--- src/rtl/dram_cls_pkg.sv ---
`timescale 1ns/1ps
package dram_cls_pkg;
  localparam int NUM_LANES = 2;

  typedef enum logic [2:0] {
    K_NONE   = 3'd0,
    K_READ   = 3'd1,
    K_EWR    = 3'd2,
    K_DWR    = 3'd3,
    K_RMW    = 3'd4,
    K_RONLY  = 3'd5,
    K_CBR    = 3'd6,
    K_HIDDEN = 3'd7
  } cyc_kind_t;

  typedef enum logic [1:0] {
    ROW_NONE,
    ROW_NORM,
    ROW_CBR,
    ROW_HID
  } row_mode_t;

  typedef struct packed {
    logic                 page;
    cyc_kind_t            kind;
    logic [NUM_LANES-1:0] lanes;
    logic                 lane_err;
    logic                 mode_err;
  } cls_evt_t;
endpackage

--- src/rtl/strobe_sync.sv ---
`timescale 1ns/1ps
module strobe_sync #(
  parameter int           W       = 5,
  parameter int           STAGES  = 2,
  parameter logic [W-1:0] RST_VAL = '1
) (
  input  logic         clk,
  input  logic         rst_n,
  input  logic [W-1:0] d_n,
  output logic [W-1:0] q_n
);
  logic [STAGES-1:0][W-1:0] chain;

  always_ff @(posedge clk) begin
    if (!rst_n) begin
      for (int s = 0; s < STAGES; s++) chain[s] <= RST_VAL;
    end else begin
      chain[0] <= d_n;
      for (int s = 1; s < STAGES; s++) chain[s] <= chain[s-1];
    end
  end

  assign q_n = chain[STAGES-1];
endmodule

--- src/rtl/ras_tracker.sv ---
`timescale 1ns/1ps
module ras_tracker
  import dram_cls_pkg::*;
(
  input  logic      clk,
  input  logic      rst_n,
  input  logic      ras,
  input  logic      ras_d,
  input  logic      cas_any,
  input  logic      cas_any_d,
  input  logic      sub_open,
  input  logic      sub_is_read,
  input  logic      sub_start,
  output logic      row_norm_now,
  output logic      page_now,
  output logic      rf_valid,
  output cyc_kind_t rf_kind
);
  row_mode_t mode;
  logic      had_cas;
  logic      hold;
  logic      ras_on, ras_off;

  assign ras_on  = ras & ~ras_d;
  assign ras_off = ~ras & ras_d;

  always_comb begin
    row_norm_now = ras && ((ras_on && !cas_any_d) || (!ras_on && mode == ROW_NORM));
    page_now     = !ras_on && had_cas;
    rf_valid     = 1'b0;
    rf_kind      = K_NONE;
    if (ras_off) begin
      case (mode)
        ROW_NORM: if (!had_cas) begin rf_valid = 1'b1; rf_kind = K_RONLY;  end
        ROW_CBR:  begin rf_valid = 1'b1; rf_kind = K_CBR;    end
        ROW_HID:  begin rf_valid = 1'b1; rf_kind = K_HIDDEN; end
        default:  ;
      endcase
    end
  end

  always_ff @(posedge clk) begin
    if (!rst_n) begin
      mode    <= ROW_NONE;
      had_cas <= 1'b0;
      hold    <= 1'b0;
    end else begin
      if (ras_on) begin
        mode    <= cas_any_d ? (hold ? ROW_HID : ROW_CBR) : ROW_NORM;
        had_cas <= sub_start;
      end else if (ras_off) begin
        mode    <= ROW_NONE;
        had_cas <= 1'b0;
      end else if (sub_start) begin
        had_cas <= 1'b1;
      end

      if (!cas_any) hold <= 1'b0;
      else if (ras_off && mode == ROW_NORM && sub_open && sub_is_read) hold <= 1'b1;
    end
  end


  mode_live_chk: assert property (@(posedge clk) disable iff (!rst_n)
    (mode != ROW_NONE) |-> ras_d);


  hold_cas_chk: assert property (@(posedge clk) disable iff (!rst_n)
    hold |-> cas_any_d);
endmodule

--- src/rtl/cas_tracker.sv ---
`timescale 1ns/1ps
module cas_tracker
  import dram_cls_pkg::*;
#(
  parameter int LANES = NUM_LANES
) (
  input  logic             clk,
  input  logic             rst_n,
  input  logic [LANES-1:0] cas,
  input  logic [LANES-1:0] cas_d,
  input  logic             we,
  input  logic             we_d,
  input  logic             oe,
  input  logic             row_norm_now,
  input  logic             page_now,
  output logic             sub_start,
  output logic             sub_open,
  output logic             sub_is_read,
  output logic             sub_valid,
  output cls_evt_t         sub_evt
);
  logic             any, any_d, sub_end, we_on;
  logic             page, we0, oe0, err_mode, err_lane;
  cyc_kind_t        kind;
  logic [LANES-1:0] lanes, done;
  logic [LANES-1:0] join_hit, rejoin_hit, lane_off;

  assign any       = |cas;
  assign any_d     = |cas_d;
  assign we_on     = we & ~we_d;
  assign sub_start = any & ~any_d & row_norm_now;
  assign sub_end   = ~any & any_d & sub_open;

  for (genvar i = 0; i < LANES; i++) begin : g_lane
    logic lane_on;
    assign lane_on       = cas[i] & ~cas_d[i];
    assign lane_off[i]   = ~cas[i] & cas_d[i];
    assign join_hit[i]   = sub_open & lane_on & ~lanes[i];
    assign rejoin_hit[i] = sub_open & lane_on & done[i];
  end

  always_ff @(posedge clk) begin
    if (!rst_n) begin
      sub_open <= 1'b0;
      page     <= 1'b0;
      we0      <= 1'b0;
      oe0      <= 1'b0;
      kind     <= K_NONE;
      lanes    <= '0;
      done     <= '0;
      err_mode <= 1'b0;
      err_lane <= 1'b0;
    end else if (sub_start) begin
      sub_open <= 1'b1;
      page     <= page_now;
      we0      <= we;
      oe0      <= oe;
      kind     <= we ? K_EWR : K_READ;
      lanes    <= cas;
      done     <= '0;
      err_mode <= 1'b0;
      err_lane <= 1'b0;
    end else if (sub_open) begin
      if (sub_end) begin
        sub_open <= 1'b0;
      end else begin
        if (we_on && kind == K_READ) kind <= oe0 ? K_RMW : K_DWR;
        lanes <= lanes | join_hit;
        done  <= done | lane_off;
        if (|join_hit && (we != we0)) err_mode <= 1'b1;
        if (|rejoin_hit) err_lane <= 1'b1;
      end
    end
  end

  assign sub_is_read = (kind == K_READ);
  assign sub_valid   = sub_end;
  assign sub_evt     = '{page: page, kind: kind, lanes: lanes,
                         lane_err: err_lane, mode_err: err_mode};


  open_span_chk: assert property (@(posedge clk) disable iff (!rst_n)
    sub_open |-> any_d);


  kind_sticky_chk: assert property (@(posedge clk) disable iff (!rst_n)
    (sub_open && $past(sub_open) && $past(kind) != K_READ) |-> (kind == $past(kind)));
endmodule

--- src/rtl/dram_cycle_classifier.sv ---
`timescale 1ns/1ps
module dram_cycle_classifier
  import dram_cls_pkg::*;
#(
  parameter int SYNC_STAGES = 2
) (
  input  logic                 clk,
  input  logic                 rst_n,
  input  logic                 ras_n,
  input  logic                 ucas_n,
  input  logic                 lcas_n,
  input  logic                 we_n,
  input  logic                 oe_n,
  output logic                 evt_valid,
  output logic [3:0]           evt_type,
  output logic [NUM_LANES-1:0] evt_lanes,
  output logic                 evt_mode_err,
  output logic                 evt_lane_err
);
  localparam int NSTROBE = NUM_LANES + 3;

  logic [NSTROBE-1:0]   raw_n, sync_n;
  logic                 ras_a, we_a, oe_a, ras_d, we_d;
  logic [NUM_LANES-1:0] cas_a, cas_d;
  logic                 row_norm_now, page_now, rf_valid;
  logic                 sub_start, sub_open, sub_is_read, sub_valid;
  cyc_kind_t            rf_kind;
  cls_evt_t             sub_evt, rf_evt, out_q, pend_q;
  logic                 out_v, pend_v;

  assign raw_n = {ras_n, ucas_n, lcas_n, we_n, oe_n};

  strobe_sync #(.W(NSTROBE), .STAGES(SYNC_STAGES)) u_sync (
    .clk(clk), .rst_n(rst_n), .d_n(raw_n), .q_n(sync_n)
  );

  assign ras_a = ~sync_n[NSTROBE-1];
  assign cas_a = ~sync_n[NSTROBE-2:2];
  assign we_a  = ~sync_n[1];
  assign oe_a  = ~sync_n[0];

  always_ff @(posedge clk) begin
    if (!rst_n) begin
      ras_d <= 1'b0;
      cas_d <= '0;
      we_d  <= 1'b0;
    end else begin
      ras_d <= ras_a;
      cas_d <= cas_a;
      we_d  <= we_a;
    end
  end

  ras_tracker u_row (
    .clk(clk), .rst_n(rst_n), .ras(ras_a), .ras_d(ras_d),
    .cas_any(|cas_a), .cas_any_d(|cas_d),
    .sub_open(sub_open), .sub_is_read(sub_is_read), .sub_start(sub_start),
    .row_norm_now(row_norm_now), .page_now(page_now),
    .rf_valid(rf_valid), .rf_kind(rf_kind)
  );

  cas_tracker #(.LANES(NUM_LANES)) u_col (
    .clk(clk), .rst_n(rst_n), .cas(cas_a), .cas_d(cas_d),
    .we(we_a), .we_d(we_d), .oe(oe_a),
    .row_norm_now(row_norm_now), .page_now(page_now),
    .sub_start(sub_start), .sub_open(sub_open), .sub_is_read(sub_is_read),
    .sub_valid(sub_valid), .sub_evt(sub_evt)
  );

  assign rf_evt = '{page: 1'b0, kind: rf_kind, lanes: '0, lane_err: 1'b0, mode_err: 1'b0};

  always_ff @(posedge clk) begin
    if (!rst_n) begin
      out_v  <= 1'b0;
      out_q  <= '0;
      pend_v <= 1'b0;
      pend_q <= '0;
    end else begin
      out_v <= rf_valid | pend_v | sub_valid;
      if (rf_valid) begin
        out_q <= rf_evt;
        if (sub_valid) begin
          pend_v <= 1'b1;
          pend_q <= sub_evt;
        end
      end else if (pend_v) begin
        out_q  <= pend_q;
        pend_v <= sub_valid;
        if (sub_valid) pend_q <= sub_evt;
      end else if (sub_valid) begin
        out_q <= sub_evt;
      end
    end
  end

  assign evt_valid    = out_v;
  assign evt_type     = out_v ? {out_q.page, out_q.kind} : 4'd0;
  assign evt_lanes    = out_v ? out_q.lanes : '0;
  assign evt_mode_err = out_v & out_q.mode_err;
  assign evt_lane_err = out_v & out_q.lane_err;


  evt_nonzero_chk: assert property (@(posedge clk) disable iff (!rst_n)
    evt_valid |-> (evt_type[2:0] != 3'd0));


  refresh_shape_chk: assert property (@(posedge clk) disable iff (!rst_n)
    (evt_valid && evt_type[2:0] >= 3'd5) |->
      (evt_lanes == '0 && !evt_type[3] && !evt_mode_err && !evt_lane_err));


  pend_drain_chk: assert property (@(posedge clk) disable iff (!rst_n)
    pend_v |=> evt_valid);
endmodule

--- config.mk ---
export PLATFORM = sky130hd
export DESIGN_NAME = dram_cycle_classifier
export DESIGN_NICKNAME = d
export VERILOG_FILES = /design/src/rtl/dram_cls_pkg.sv /design/src/rtl/strobe_sync.sv /design/src/rtl/ras_tracker.sv /design/src/rtl/cas_tracker.sv /design/src/rtl/dram_cycle_classifier.sv
export SDC_FILE = /design/constraint.sdc
export NUM_CORES = 1
export LEC_CHECK = 0
export ABC_AREA = 1
export BUFFER_PORTS_ARGS = -buffer_cell sky130_fd_sc_hd__buf_4
export CAP_MARGIN = 20
export CELL_PAD_IN_SITES_DETAIL_PLACEMENT = 0
export CELL_PAD_IN_SITES_GLOBAL_PLACEMENT = 1
export CORE_AREA = 2 2 74 76
export CTS_BUF_LIST = sky130_fd_sc_hd__clkbuf_2 sky130_fd_sc_hd__clkbuf_4 sky130_fd_sc_hd__clkbuf_8
export DETAILED_ROUTE_END_ITERATION = 10
export DIE_AREA = 0 0 76 78
export PLACE_DENSITY = 0.78
export SLEW_MARGIN = 10
export SYNTH_ARGS = -nofsm -noshare
export SYNTH_HDL_FRONTEND = slang
export SYNTH_HIERARCHICAL = 1
export SYNTH_SLANG_ARGS = --single-unit
--- constraint.sdc ---
create_clock -name clk -period 2.3 [get_ports clk]
set_input_delay 0.69 -clock clk [delete_from_list [all_inputs] [get_ports clk]]
set_output_delay 0.69 -clock clk [all_outputs]
set_load 0.02 [all_outputs]
==> results by group <==
Timing
  – Slew @ Worst Pin: 0.4182 ns
  – Final total negative setup slack: 0 ns
  – Setup repair after global routing missed its margin: false
  – Max transition margin: 71.91%
  – Final critical-path share of the clock period: 77.76%
  – Number of hold-slack violations in the final timing report: 0
  – Post-Route Skew: 0.005313 ns
  – Final Worst Setup Slack: 0.5116 ns
  – Minimum hold slack: 0.4068 ns
  – Minimum clock period after layout: 1.788 ns
  – Count of pins over their slew limit: 0
  – Highest achievable clock rate: 559.2 MHz
  – Count of endpoints failing setup in the final report: 0

Die
  – Starting density of the core: 44.74%
  – Top-Level Pins: 16
  – Die H: 78 um
  – Die width: 76 um
  – Die Area: 5928 sq um
  – Placeable core region: 5042 sq um
  – Placement row count: 26

Finish
  – Leading cell types in the layout, fill and taps excluded: sky130_fd_sc_hd__inv_1, sky130_fd_sc_hd__nand2_1, sky130_fd_sc_hd__dfxtp_1, sky130_fd_sc_hd__nor2_1, sky130_fd_sc_hd__a21oi_1
  – Fraction of final layout cells with drive strength greater than 1: 12.04%
  – Final-stage net count: 333
  – Final design instance area without fill: 2455 sq um
  – Count of inserted antenna diode cells: 0
  – Syn-to-layout area delta: 8.818%
  – Most common cell after layout, fill and taps aside: sky130_fd_sc_hd__inv_1

Clock network
  – Number of sinks driven by the clock tree: 49
  – Total clock buffers created by CTS: 5
  – Post-cts sizing count: 0
  – Clock Tree Root: sky130_fd_sc_hd__clkbuf_8
  – Worst-path clk slew: 0.08 ns
  – Source-to-sink clock delay at the later pin of the worst-skew pair: 0.30 ns
  – Hold bufs inserted after CTS: 0
  – Buffer depth of the longest clock path: 2
  – CTS tree: done
  – Post-CTS setup buffer count: 0
  – H-tree lvl count: 2

Yosys
  – Number of nets in the synthesized netlist: 325
  – Seq cells post-synth: 49
  – Share of the yosys chip area belonging to registers: 43.48%
  – Cell area after synthesis: 2256 sq um
  – Gate count of the mapped netlist: 316
  – Syn_area_per_cell: 7.139 sq um
  – Number of warning messages in the yosys log: 6
  – Count of distinct cell types in the synthesized netlist: 30

Detailed routing
  – Number of detailed-routing iterations run before antenna repair: 4
  – Routed vias/inst: 4.459
  – Sum of routed wire length over all layers: 4162 um
  – Number of nets with antenna violations after routing: 0
  – Initial DRC Count: 87
  – Number of vias in the routed layout: 1,757
  – Number of remaining DRC errors: 0
  – Drt wl/cell: 10.56 um

Global routing
  – Grt total ovfl: 0
  – Antenna violations before repair: 0
  – Number of global-route vias before repair: 1,591
  – All-layer global routing usage: 15.53%
  – Wire length of the first global-routing pass: 7458 um
  – Pin count of the biggest net entering global routing: 32

Pwr
  – P_leak: 1.195 nW
  – Power per cell area: 623.2 nW/um^2
  – Worst vdd ir: 0.0003532 V

Place
  – Number of buffer cells added on primary ports: 15
  – Weighted congestion reported at the end of routability-driven placement: 0.7863
  – Half-perimeter wire length of the detailed placement result: 3018 um
  – Standard cell area after detailed placement: 2351 sq um
  – Placement-stage worst setup slack: 0.5914 ns

Worst setup path
  – WP data arrival: 1.10 ns
  – Required time of the worst setup path: 1.61 ns
  – Critical path class: flip-flop to output port
  – Critical path capture point type: output port
  – Peak fanout along the critical path: 9
  – Startpoint types: flip-flop

Worst hold path
  – Hold crit path type: flip-flop to flip-flop

Run
  – Total of max-cap violations: 0

Run status
  – Outcome: completed
[stage by stage]
| stage | utilization, % | power, mW | instances |
|---|---|---|---|
| floorplan | - | 0.9438 | 316 |
| finish | 48.68 | 1.530 | 394 |
| global placement | 46.63 | 0.9602 | 387 |
| detailed placement | 46.63 | 0.9617 | 387 |
| global route | 48.68 | 1.603 | 394 |
| CTS | 48.68 | 1.559 | 394 |
[kinds of logic after synthesis]
kind of cell             share of synthesized area (%)
AND/OR/NAND/NOR                                  27.18
AO/OA/AOI/OAI                                    10.15
adder cells (fa/ha/maj)                          1.109
buffers and inverters                            17.69
flip-flops                                       43.48
XOR/XNOR                                        0.3883
[path summary, 6_finish.rpt]
kind                         endpoint  slack, ns  depth (start not counted)                  startpoint
max                      evt_mode_err       0.51                          3        evt_valid$_SDFF_PN0_
min          u_sync/q_n[1]$_SDFF_PN1_       0.41                          2  u_sync/chain[1]$_SDFF_PN1_
max reg2reg    pend_q[1]$_SDFFE_PN0P_       0.57                          9    u_sync/q_n[2]$_SDFF_PN1_
min reg2reg  u_sync/q_n[1]$_SDFF_PN1_       0.41                          2  u_sync/chain[1]$_SDFF_PN1_
[layer usage]
layer  wire [um]  up-vias  global-route usage [%]
li1            -      963                       -
met3         120        5                   3.488
met4          49        0                   5.455
met2        1980       22                   26.16
met5           0        -                       0
met1        2012      767                   19.65
[power breakdown]
group	total, mW	internal (mW)	switching (mW)
Clock	0.589	0.316	0.273
Combinational	0.0712	0.0258	0.0453
Sequential	0.870	0.862	0.00764
Total	1.53	1.20	0.326
[flip-flops by register name, indices dropped and copies added, names as in the netlist, 2 cells and up]
register,cells
cas_d,2
out_q,8
pend_q,8
u_col/done,2
u_col/kind,3
u_col/lanes,2
u_row/mode,2
u_sync/chain,5
u_sync/q_n,5
[worst max-delay path, stage by stage (launching register included)]
cell and delay (ns):
sky130_fd_sc_hd__dfxtp_1 0.51, sky130_fd_sc_hd__nand2_1 0.10, sky130_fd_sc_hd__inv_1 0.06, sky130_fd_sc_hd__buf_4 0.13
[synthesized netlist by cell type, drive strengths merged]
cell type / instances / share of area (%)
a211oi: 1 / 0.33
nor2: 36 / 7.7
o22ai: 2 / 0.55
nand3b: 1 / 0.33
o21ai: 13 / 2.9
clkinv: 1 / 0.39
nand2: 66 / 11
xor2: 1 / 0.39
clkbuf: 1 / 0.17
a31oi: 2 / 0.55
buf: 17 / 5.8
nand3: 15 / 3.9
nand4: 1 / 0.28
or2: 1 / 0.28
ha: 2 / 1.1
dfxtp: 49 / 43
inv: 68 / 11
o21a: 1 / 0.33
o31ai: 1 / 0.33
a21oi: 21 / 5.2
nor3: 16 / 3.5
[final cells by class]
class                           instances  area, sq um
Fill cell                             543         2587
Sequential cell                        49        980.9
Multi-Input combinational cell        180        875.8
Inverter                               69        264.0
Timing Repair Buffer                   19        142.6
Tap cell                               70        87.58
Clock buffer                            5        68.82
Clock inverter                          2        35.03
(Power assumes the default switching activity.)
